<file path="config.mk">
export PLATFORM = sky130hd
export DESIGN_NAME = debounce_pool
export DESIGN_NICKNAME = d
export VERILOG_FILES = /design/src/rtl/debounce_pool_pkg.sv /design/src/rtl/debounce_pool_regs.sv /design/src/rtl/debounce_pool_pick.sv /design/src/rtl/debounce_pool_cell.sv /design/src/rtl/debounce_pool.sv
export SDC_FILE = /design/constraint.sdc
export NUM_CORES = 1
export LEC_CHECK = 0
export ABC_AREA = 0
export BUFFER_PORTS_ARGS = -buffer_cell sky130_fd_sc_hd__buf_2
export CAP_MARGIN = 10
export CORE_ASPECT_RATIO = 1.1
export CORE_MARGIN = 2
export CORE_UTILIZATION = 60
export DETAILED_ROUTE_END_ITERATION = 16
export PLACE_DENSITY = 0.84
export RECOVER_POWER = 25
export SLEW_MARGIN = 30
export SYNTH_ARGS = -nofsm -noshare
export SYNTH_HDL_FRONTEND = slang
export SYNTH_SLANG_ARGS = --single-unit
export TNS_END_PERCENT = 50
</file>
<file path="constraint.sdc">
create_clock -name clk -period 3.6 [get_ports clk]
set_clock_uncertainty 0.15 [all_clocks]
set_input_delay 0.18 -clock clk [delete_from_list [all_inputs] [get_ports clk]]
set_output_delay 0.18 -clock clk [all_outputs]
set_load 0.02 [all_outputs]
</file>
<file path="src/rtl/debounce_pool_pkg.sv">
package debounce_pool_pkg;
  localparam int CODE_W     = 2;
  localparam int NUM_TIMERS = 3;
  localparam int ADDR_SEL_HI  = 'h00;
  localparam int ADDR_SEL_LO  = 'h04;
  localparam int ADDR_PER_BASE = 'h10;
  localparam int ADDR_PER_STEP = 4;

  typedef enum logic [CODE_W-1:0] {
    CODE_OFF = 2'd0,
    CODE_T1  = 2'd1,
    CODE_T2  = 2'd2,
    CODE_T3  = 2'd3
  } tmr_code_e;
endpackage

</file>
<file path="src/rtl/debounce_pool_regs.sv">
module debounce_pool_regs
  import debounce_pool_pkg::*;
#(
  parameter int NUM_PINS = 8,
  parameter int CNT_W    = 16,
  parameter int DATA_W   = 32,
  parameter int ADDR_W   = 8
) (
  input  logic                        clk,
  input  logic                        rst_n,
  input  logic                        reg_wr,
  input  logic [ADDR_W-1:0]           reg_addr,
  input  logic [DATA_W-1:0]           reg_wdata,
  output logic [DATA_W-1:0]           reg_rdata,
  output logic [NUM_PINS-1:0]         sel_hi,
  output logic [NUM_PINS-1:0]         sel_lo,
  output logic [NUM_TIMERS*CNT_W-1:0] period_flat
);
  localparam logic [ADDR_W-1:0] A_HI = ADDR_W'(ADDR_SEL_HI);
  localparam logic [ADDR_W-1:0] A_LO = ADDR_W'(ADDR_SEL_LO);

  logic                  hi_hit, lo_hit, mapped;
  logic [NUM_TIMERS-1:0] per_hit;
  logic [CNT_W-1:0]      period_q [NUM_TIMERS];
  logic                  unused_wdata_bits;

  assign unused_wdata_bits = ^reg_wdata;
  assign hi_hit = (reg_addr == A_HI);
  assign lo_hit = (reg_addr == A_LO);
  assign mapped = hi_hit | lo_hit | (|per_hit);

  always_ff @(posedge clk or negedge rst_n) begin
    if (!rst_n) begin
      sel_hi <= '0;
      sel_lo <= '0;
    end else if (reg_wr) begin
      if (hi_hit) sel_hi <= reg_wdata[NUM_PINS-1:0];
      if (lo_hit) sel_lo <= reg_wdata[NUM_PINS-1:0];
    end
  end

  for (genvar t = 0; t < NUM_TIMERS; t++) begin : g_timer
    localparam logic [ADDR_W-1:0] A_PER = ADDR_W'(ADDR_PER_BASE + ADDR_PER_STEP * t);
    assign per_hit[t] = (reg_addr == A_PER);

    always_ff @(posedge clk or negedge rst_n) begin
      if (!rst_n)                   period_q[t] <= '0;
      else if (reg_wr && per_hit[t]) period_q[t] <= reg_wdata[CNT_W-1:0];
    end

    assign period_flat[t*CNT_W +: CNT_W] = period_q[t];
  end

  always_comb begin
    reg_rdata = '0;
    if (hi_hit) reg_rdata = DATA_W'(sel_hi);
    if (lo_hit) reg_rdata = DATA_W'(sel_lo);
    for (int t = 0; t < NUM_TIMERS; t++) begin
      if (per_hit[t]) reg_rdata = DATA_W'(period_q[t]);
    end
  end

  AST_UNMAPPED_NO_WRITE: assert property (@(posedge clk) disable iff (!rst_n)
    (reg_wr && !mapped) |=> ($stable(sel_hi) && $stable(sel_lo) && $stable(period_flat)))
    else $error("unmapped write altered a register");
endmodule

</file>
<file path="src/rtl/debounce_pool_pick.sv">
module debounce_pool_pick
  import debounce_pool_pkg::*;
#(
  parameter int CNT_W = 16
) (
  input  logic [CODE_W-1:0]           code,
  input  logic [NUM_TIMERS*CNT_W-1:0] period_flat,
  output logic [CNT_W-1:0]            period
);
  always_comb begin
    period = '0;
    for (int t = 0; t < NUM_TIMERS; t++) begin
      if (code == CODE_W'(t + 1)) period = period_flat[t*CNT_W +: CNT_W];
    end
  end
endmodule

</file>
<file path="src/rtl/debounce_pool_cell.sv">
module debounce_pool_cell
  import debounce_pool_pkg::*;
#(
  parameter int CNT_W = 16
) (
  input  logic              clk,
  input  logic              rst_n,
  input  logic              raw,
  input  logic [CODE_W-1:0] code,
  input  logic [CNT_W-1:0]  period,
  output logic              db
);
  logic [CODE_W-1:0] code_q;
  logic [CNT_W-1:0]  cnt;
  logic [CNT_W:0]    cnt_inc;
  logic              bypass, restart, reached;

  assign bypass  = (code == CODE_OFF) || (period == '0);
  assign restart = (code != code_q);
  assign cnt_inc = {1'b0, cnt} + 1'b1;
  assign reached = (cnt_inc >= {1'b0, period});

  always_ff @(posedge clk or negedge rst_n) begin
    if (!rst_n) begin
      code_q <= CODE_OFF;
      cnt    <= '0;
      db     <= 1'b0;
    end else begin
      code_q <= code;
      if (bypass) begin
        db  <= raw;
        cnt <= '0;
      end else if (restart || (raw == db)) begin
        cnt <= '0;
      end else if (reached) begin
        db  <= raw;
        cnt <= '0;
      end else begin
        cnt <= cnt_inc[CNT_W-1:0];
      end
    end
  end

  AST_BYPASS_TRACKS: assert property (@(posedge clk) disable iff (!rst_n)
    (code == CODE_OFF) |=> (db == $past(raw)))
    else $error("code 0 pin did not track input");

  AST_ZERO_PERIOD_TRACKS: assert property (@(posedge clk) disable iff (!rst_n)
    ((code != CODE_OFF) && (period == '0)) |=> (db == $past(raw)))
    else $error("zero period pin did not track input");

  AST_FLIP_TO_RAW: assert property (@(posedge clk) disable iff (!rst_n)
    (db != $past(db)) |-> (db == $past(raw)))
    else $error("output moved to a level the input did not have");

  AST_RESTART_HOLDS: assert property (@(posedge clk) disable iff (!rst_n)
    ((code != code_q) && (code != CODE_OFF) && (period != '0)) |=> $stable(db))
    else $error("code change disturbed the output");
endmodule

</file>
<file path="src/rtl/debounce_pool.sv">
module debounce_pool
  import debounce_pool_pkg::*;
#(
  parameter int NUM_PINS = 8,
  parameter int CNT_W    = 16,
  parameter int DATA_W   = 32,
  parameter int ADDR_W   = 8
) (
  input  logic                clk,
  input  logic                rst_n,
  input  logic                reg_wr,
  input  logic [ADDR_W-1:0]   reg_addr,
  input  logic [DATA_W-1:0]   reg_wdata,
  output logic [DATA_W-1:0]   reg_rdata,
  input  logic [NUM_PINS-1:0] pin_raw,
  output logic [NUM_PINS-1:0] pin_db
);
  logic [NUM_PINS-1:0]         sel_hi, sel_lo;
  logic [NUM_TIMERS*CNT_W-1:0] period_flat;

  debounce_pool_regs #(
    .NUM_PINS(NUM_PINS), .CNT_W(CNT_W), .DATA_W(DATA_W), .ADDR_W(ADDR_W)
  ) u_regs (
    .clk        (clk),
    .rst_n      (rst_n),
    .reg_wr     (reg_wr),
    .reg_addr   (reg_addr),
    .reg_wdata  (reg_wdata),
    .reg_rdata  (reg_rdata),
    .sel_hi     (sel_hi),
    .sel_lo     (sel_lo),
    .period_flat(period_flat)
  );

  for (genvar i = 0; i < NUM_PINS; i++) begin : g_pin
    logic [CODE_W-1:0] code;
    logic [CNT_W-1:0]  period;

    assign code = {sel_hi[i], sel_lo[i]};

    debounce_pool_pick #(.CNT_W(CNT_W)) u_pick (
      .code       (code),
      .period_flat(period_flat),
      .period     (period)
    );

    debounce_pool_cell #(.CNT_W(CNT_W)) u_cell (
      .clk   (clk),
      .rst_n (rst_n),
      .raw   (pin_raw[i]),
      .code  (code),
      .period(period),
      .db    (pin_db[i])
    );
  end
endmodule

</file>
After elaboration in Yosys (flattened, before gate mapping). Index checks and enable logic that the tools add are counted.

Flip-flop bits (word level): 216. Bits of input ports: 51. Output and inout bits: 40. Word-level logic and storage cells: 228.

Add/subtract/negate cells: 8. $lt $le $gt $ge: 8. Equal/unequal tests: 52. Multiplexer cells: 77. Reductions and logical operators: 54.

Operators with widths (number): 16-bit two-way mux (51); 16-bit by 1-bit adder with 17-bit output, second input constant (8); 17-bit by 16-bit greater-or-equal comparator with 1-bit output (8); 16-bit logical NOT (8); 2-bit equality test, second input constant (16); 8-bit by 5-bit equality test with 1-bit output, second input constant (3); 1-bit two-way mux (24); 2-bit AND reduction (10); 2-bit by 1-bit equality test with 1-bit output, second input constant (8); 2-bit logical NOT (8); 1-bit logical OR (16); 8-bit two-way mux (2); 2-bit by 1-bit inequality test with 1-bit output, second input constant (8); 2-bit inequality test (8); 2-bit nonzero test (8); 1-bit equality test (8); 8-bit by 3-bit equality test with 1-bit output, second input constant (1); 8-bit logical NOT (1); 1-bit logical AND (3).

Logic depth before layout (Yosys ltp).
Word-level depth: 8. Gate-level depth with buffers: 14. Gate-level depth less buffers: 12.

Hierarchy. A second synthesis with hierarchy kept.

Cell total of the unflattened synthesis: 1748. Area total of the unflattened synthesis: 17835.9 sq um.

By module, submodules not included: debounce_pool_cell (times used 8, cells each 149, area each 1408.9 sq um, seq. area each 475.5 sq um); debounce_pool_pick (times used 8, cells each 39, area each 434.2 sq um, seq. area each 0.0 sq um); debounce_pool_regs (times used 1, cells each 244, area each 3091.7 sq um, seq. area each 1601.5 sq um).

Worst setup path after synthesis. Ideal clock, no wire load.

Path type: flip-flop to flip-flop. Start: register g_pin[4].u_cell.cnt[0]. End: register g_pin[4].u_cell.cnt[10]. Setup time: 0.073 ns. Data arrival time: 3.092 ns. Required time: 3.377 ns. Path slack: 0.285 ns. Stages on the path, launching flop included: 14. Path buffers: 1. Clock period less this slack: 3.315 ns. Cells stage by stage: dfrtp_1 > ha_1 > nand3_1 > nor3_1 > and3_1 > xor2_1 > ha_1 > nand4_1 > o41ai_1 > a221oi_1 > o311ai_0 > or3_1 > buf_2 > nor2b_1.

Cells in the longest elaborated chain, start to end: 5.

RTL lines: from (decl) (RTL line debounce_pool_cell.sv:14) `logic [CNT_W-1:0] cnt;`; from (signal assigned) (RTL line debounce_pool_cell.sv:39) `cnt <= cnt_inc[CNT_W-1:0];`; 16-bit by 1-bit adder with 17-bit output (*) (RTL line debounce_pool_cell.sv:20) `assign cnt_inc = {1'b0, cnt} + 1'b1;`; 17-bit by 16-bit greater-or-equal comparator with 1-bit output (RTL line debounce_pool_cell.sv:21) `assign reached = (cnt_inc >= {1'b0, period});`; 16-bit two-way mux (*) (RTL line debounce_pool_cell.sv:35) `end else if (reached) begin`; 16-bit two-way mux (*) (RTL line debounce_pool_cell.sv:33) `end else if (restart || (raw == db)) begin`; 16-bit two-way mux (*) (RTL line debounce_pool_cell.sv:30) `if (bypass) begin`.

Every way passes the cells marked *; elsewhere a longest branch is shown, timed or not. A chain may end at the register's enable or synchronous reset.

Worst setup path after layout.
Start: register u_regs.sel_lo[0]. End: register g_pin[0].u_cell.db.

Cells in the longest elaborated chain, start to end: 8. Elaborated cells between the ends (all ways): 16. Classes of those cells: 1 x order compare; 5 x eq/ne; 4 x mux; 6 x reduce/logical.

RTL lines: from (decl) (RTL line debounce_pool_regs.sv:16) `output logic [NUM_PINS-1:0] sel_lo,`; from (signal assigned) (RTL line debounce_pool_regs.sv:38) `if (lo_hit) sel_lo <= reg_wdata[NUM_PINS-1:0];`; parallel branches: the longest is 8 deep, another holds 17-bit by 16-bit greater-or-equal comparator with 1-bit output; to (signal assigned) (RTL line debounce_pool_cell.sv:31) `db <= raw;`; to (signal assigned) (RTL line debounce_pool_cell.sv:36) `db <= raw;`; to (decl) (RTL line debounce_pool_cell.sv:11) `output logic db`.

Several ways; the timed one is not identified.

==> results_dict.tcl <==
set metrics [dict create \
    fin_crit_sh_pct 97.9 \
    power_frac_comb_pct 11.0 \
    instances_no_fill 2038 \
    drc 0 \
    num_vias 13719 \
    relSlewSlack_pct -63.4 \
    hold_depth 3 \
    yosysTopAreaCellShare_pct 33.5 \
    whs_ns 0.265 \
    initialDrtViolationCount 2070 \
    stdcell_area_sq_um 17800 \
    coreArea_sq_um 26700 \
    hp-class "in2reg" \
    synthArstFlopShare_pct 100 \
    ys_top_cells_by_area "dfrtp_1, mux2_2, ha_1" \
    outcome "finished, violations left" \
    seq_area_frac_synth_pct 33.5 \
    h-tree-depth 1 \
    areaGrowthSynthToFinish_pct 9.89 \
    use_met3_pct 9.11 \
    gr-usage-met1_pct 39.2 \
    ff2ff_path_depth 9 \
    p_leak_nw 8.26 \
    dieArea_sq_um 28300 \
    top_usage_layer "met2" \
    drt_pass1_iterations 12 \
    syn_inst 1626 \
    die_width_microns 160 \
    dp_hpwl_microns 30800 \
    finalHoldViolations 0 \
    maxCapViolations 1 \
    reg2reg_from "u_regs.sel_lo[0]$_DFFE_PN0P_" \
    holdCritStartpoint "pin_raw[7]" \
    crit_fanout 11 \
    cts_tree "yes" \
    start_kind "register" \
    place_inst 1965 \
    totalWireLength_microns 46100 \
    yosysTopAreaCell "dfrtp_1" \
    finalSetupViolCount 0 \
    ys_types 67 \
    grt-ovfl-total 0 \
    grt_pass1_wl_microns 71400 \
    power_w 0.00566 \
    min_period_ns 3.52 \
    power_frac_seq_pct 46.6 \
    grt_max_degree 97 \
    violations "capacitance limit, slew limit" \
    clk_latency_ns 0.56 \
    finalWorstSetupSlack_ns 0.0764 \
    whs_endpoint "g_pin[7].u_cell.db$_DFFE_PN0P_" \
    portBuffers 58 \
    n_fill_cell 1973 \
    pwr_density_cell_nw_per_um2 319 \
    syn_area_per_cell_sq_um 9.94 \
    synth_area_sq_um 16200 \
    crit_required_ns 3.89 \
    r2r-end "g_pin[0].u_cell.db$_DFFE_PN0P_" \
    synth_warnings 0 \
    synth_edf_count 0 \
    irDropWorstVdd_mv 0.362 \
    drv_slew 96 \
    worstPathArrival_ns 3.82 \
    yosysMostFrequentCell "dfrtp_1" \
    met2_usage_pct 50.5 \
    floorplan.initialDensity_pct 60.5 \
    drive_above_1_share_pct 21.9 \
    layout.nets 1850 \
    ys_top_cells_by_count "dfrtp_1, mux2_2, ha_1, a22oi_1, nor2b_1" \
    dpl_cell_area_sq_um 16600 \
    drt.antenna.violating_nets 0 \
    p_switching_w 0.00155 \
    ctsRootBufferMaster "clkbuf_16" \
    via_per_inst 6.73 \
    wl_per_cell_microns 22.6 \
    fmax_mhz 284 \
    gp_congestion 0.975 \
    p_int_w 0.00412 \
    fp-row-count 63 \
    clock_sinks 216 \
    critPathKind "reg2reg" \
    grtUsageTotal_pct 31.9 \
    synthFlopType "dfrtp_1" \
    ff2ff_setup_slack_ns 0.08 \
    clk_path_buf_depth 3 \
    tightest_slew_ns 2.45 \
    power_frac_clock_pct 42.4 \
    sw_frac_of_total_pct 27.3 \
    grt_pass1_vias 13396 \
    antenna_found_initial 1 \
    crit_path_end_kind "register" \
    place_ws_ns -0.0692 \
    path_clk_slew_ns 0.06 \
    io_pins 91 \
    numCtsBuffers 24 \
    die_height_microns 176 \
    synth_seq_cells 216 \
]
## routing by layer
| layer | vias up | wire (microns) |
|---|---|---|
| li1 | 6021 | - |
| met1 | 6552 | 17000 |
| met2 | 872 | 20700 |
| met3 | 274 | 5320 |
| met4 | 0 | 3070 |
| met5 | - | 0 |
## through the flow
step	utilization, %	TNS (ns)
after floorplan	-	0
after global placement	62.1	0
after detailed placement	62.1	-0.699
after CTS	66.0	-0.0333
after global routing	66.4	-0.207
final	66.4	0
## power by group through the flow
stage / registers (W) / clock network [W] / logic (W)
after floorplan: 0.00255 / 0 / 0.000473
after global placement: 0.00266 / 0 / 0.000554
after detailed placement: 0.00266 / 0 / 0.000572
after CTS: 0.00262 / 0.00242 / 0.000602
after global routing: 0.00263 / 0.00251 / 0.000670
final: 0.00264 / 0.00240 / 0.000625
## logic make-up after synthesis
| logic type | count (synthesis) | share of synthesized area [%] |
|---|---|---|
| compound gates | 264 | 12.0 |
| other cells | 1 | 0.0232 |
| simple gates | 481 | 16.6 |
| mux | 204 | 14.3 |
| buf+inv | 188 | 5.75 |
| fa+ha+maj | 136 | 10.5 |
| flops | 216 | 33.5 |
| xor+xnor | 136 | 7.37 |
## how the worst max path moves through the flow
stage	slack (ns)	from	cells past startpoint	endpoint
finish	0.08	u_regs.sel_lo[0]$_DFFE_PN0P_	9	g_pin[0].u_cell.db$_DFFE_PN0P_
detailed placement	-0.07	g_pin[4].u_cell.cnt[0]$_DFF_PN0_	12	g_pin[4].u_cell.cnt[9]$_DFF_PN0_
floorplan	0.29	g_pin[4].u_cell.cnt[0]$_DFF_PN0_	13	g_pin[4].u_cell.cnt[10]$_DFF_PN0_
global route	-0.03	u_regs.sel_lo[0]$_DFFE_PN0P_	10	g_pin[0].u_cell.cnt[3]$_DFF_PN0_
global placement	0.02	g_pin[4].u_cell.cnt[0]$_DFF_PN0_	12	g_pin[4].u_cell.cnt[12]$_DFF_PN0_
CTS	-0.03	g_pin[0].u_cell.cnt[2]$_DFF_PN0_	11	g_pin[0].u_cell.db$_DFFE_PN0P_
## worst max-delay path: stages (launching register included)
cell      delay (ns)
dfrtp_1         0.63
mux2_2          0.39
a22oi_1         0.29
ha_1            0.32
and4_1          0.22
a221o_1         0.31
a211o_1         0.33
nor3_4          0.28
o221ai_2        0.16
mux2_1          0.33
## flip-flops by register name, indices dropped and copies added, names as in the netlist
name                 cells
g_pin.u_cell.cnt       128
g_pin.u_cell.code_q     16
g_pin.u_cell.db          8
u_regs.period_flat      48
u_regs.sel_hi            8
u_regs.sel_lo            8
## area by class of cell
type / count / area (sq um) / share of cell area [%]
antenna: 1 / 2.50 / 0.0141
clock buffer: 36 / 716 / 4.03
clock inverter: 7 / 48.8 / 0.275
inverter: 45 / 169 / 0.951
multi-input combinational: 1238 / 10000 / 56.4
sequential: 216 / 5410 / 30.5
tap: 357 / 447 / 2.52
timing repair buffer: 138 / 942 / 5.31
## cell usage in the layout (no fill, tap or decap), drive strengths merged, types with 3 or more instances in the layout
master / n
o21ai: 14
a21o: 4
conb: 16
o31ai: 3
a211oi: 11
or4: 5
and3: 20
inv: 45
dlygate4sd3: 26
xnor2: 82
clkinv: 6
xor2: 54
or3: 6
and2: 5
nor2b: 109
a41oi: 3
nor4: 10
o211ai: 3
o211a: 3
a221o: 6
a22oi: 133
nand3: 77
buf: 102
a211o: 7
nor3: 20
a222oi: 11
a21oi: 40
and4: 12
ha: 136
mux2: 203
dfrtp: 216
nor3b: 16
nand4: 69
nand2b: 4
nor2: 62
nand2: 63
clkbuf: 46
o21bai: 4
## timing repair
item / 4_1_cts / 5_1_grt
endpoints found under the setup margin: 29 / 120
hold buffers: 26 / 0
setup buffers: 0 / 2
gates resized for setup: 2 / 28
hold endpoints to repair: 166 / 0
pin swaps: 0 / 5
cloned: 0 / 1
Note: power is estimated with default switching activity, not from simulation.
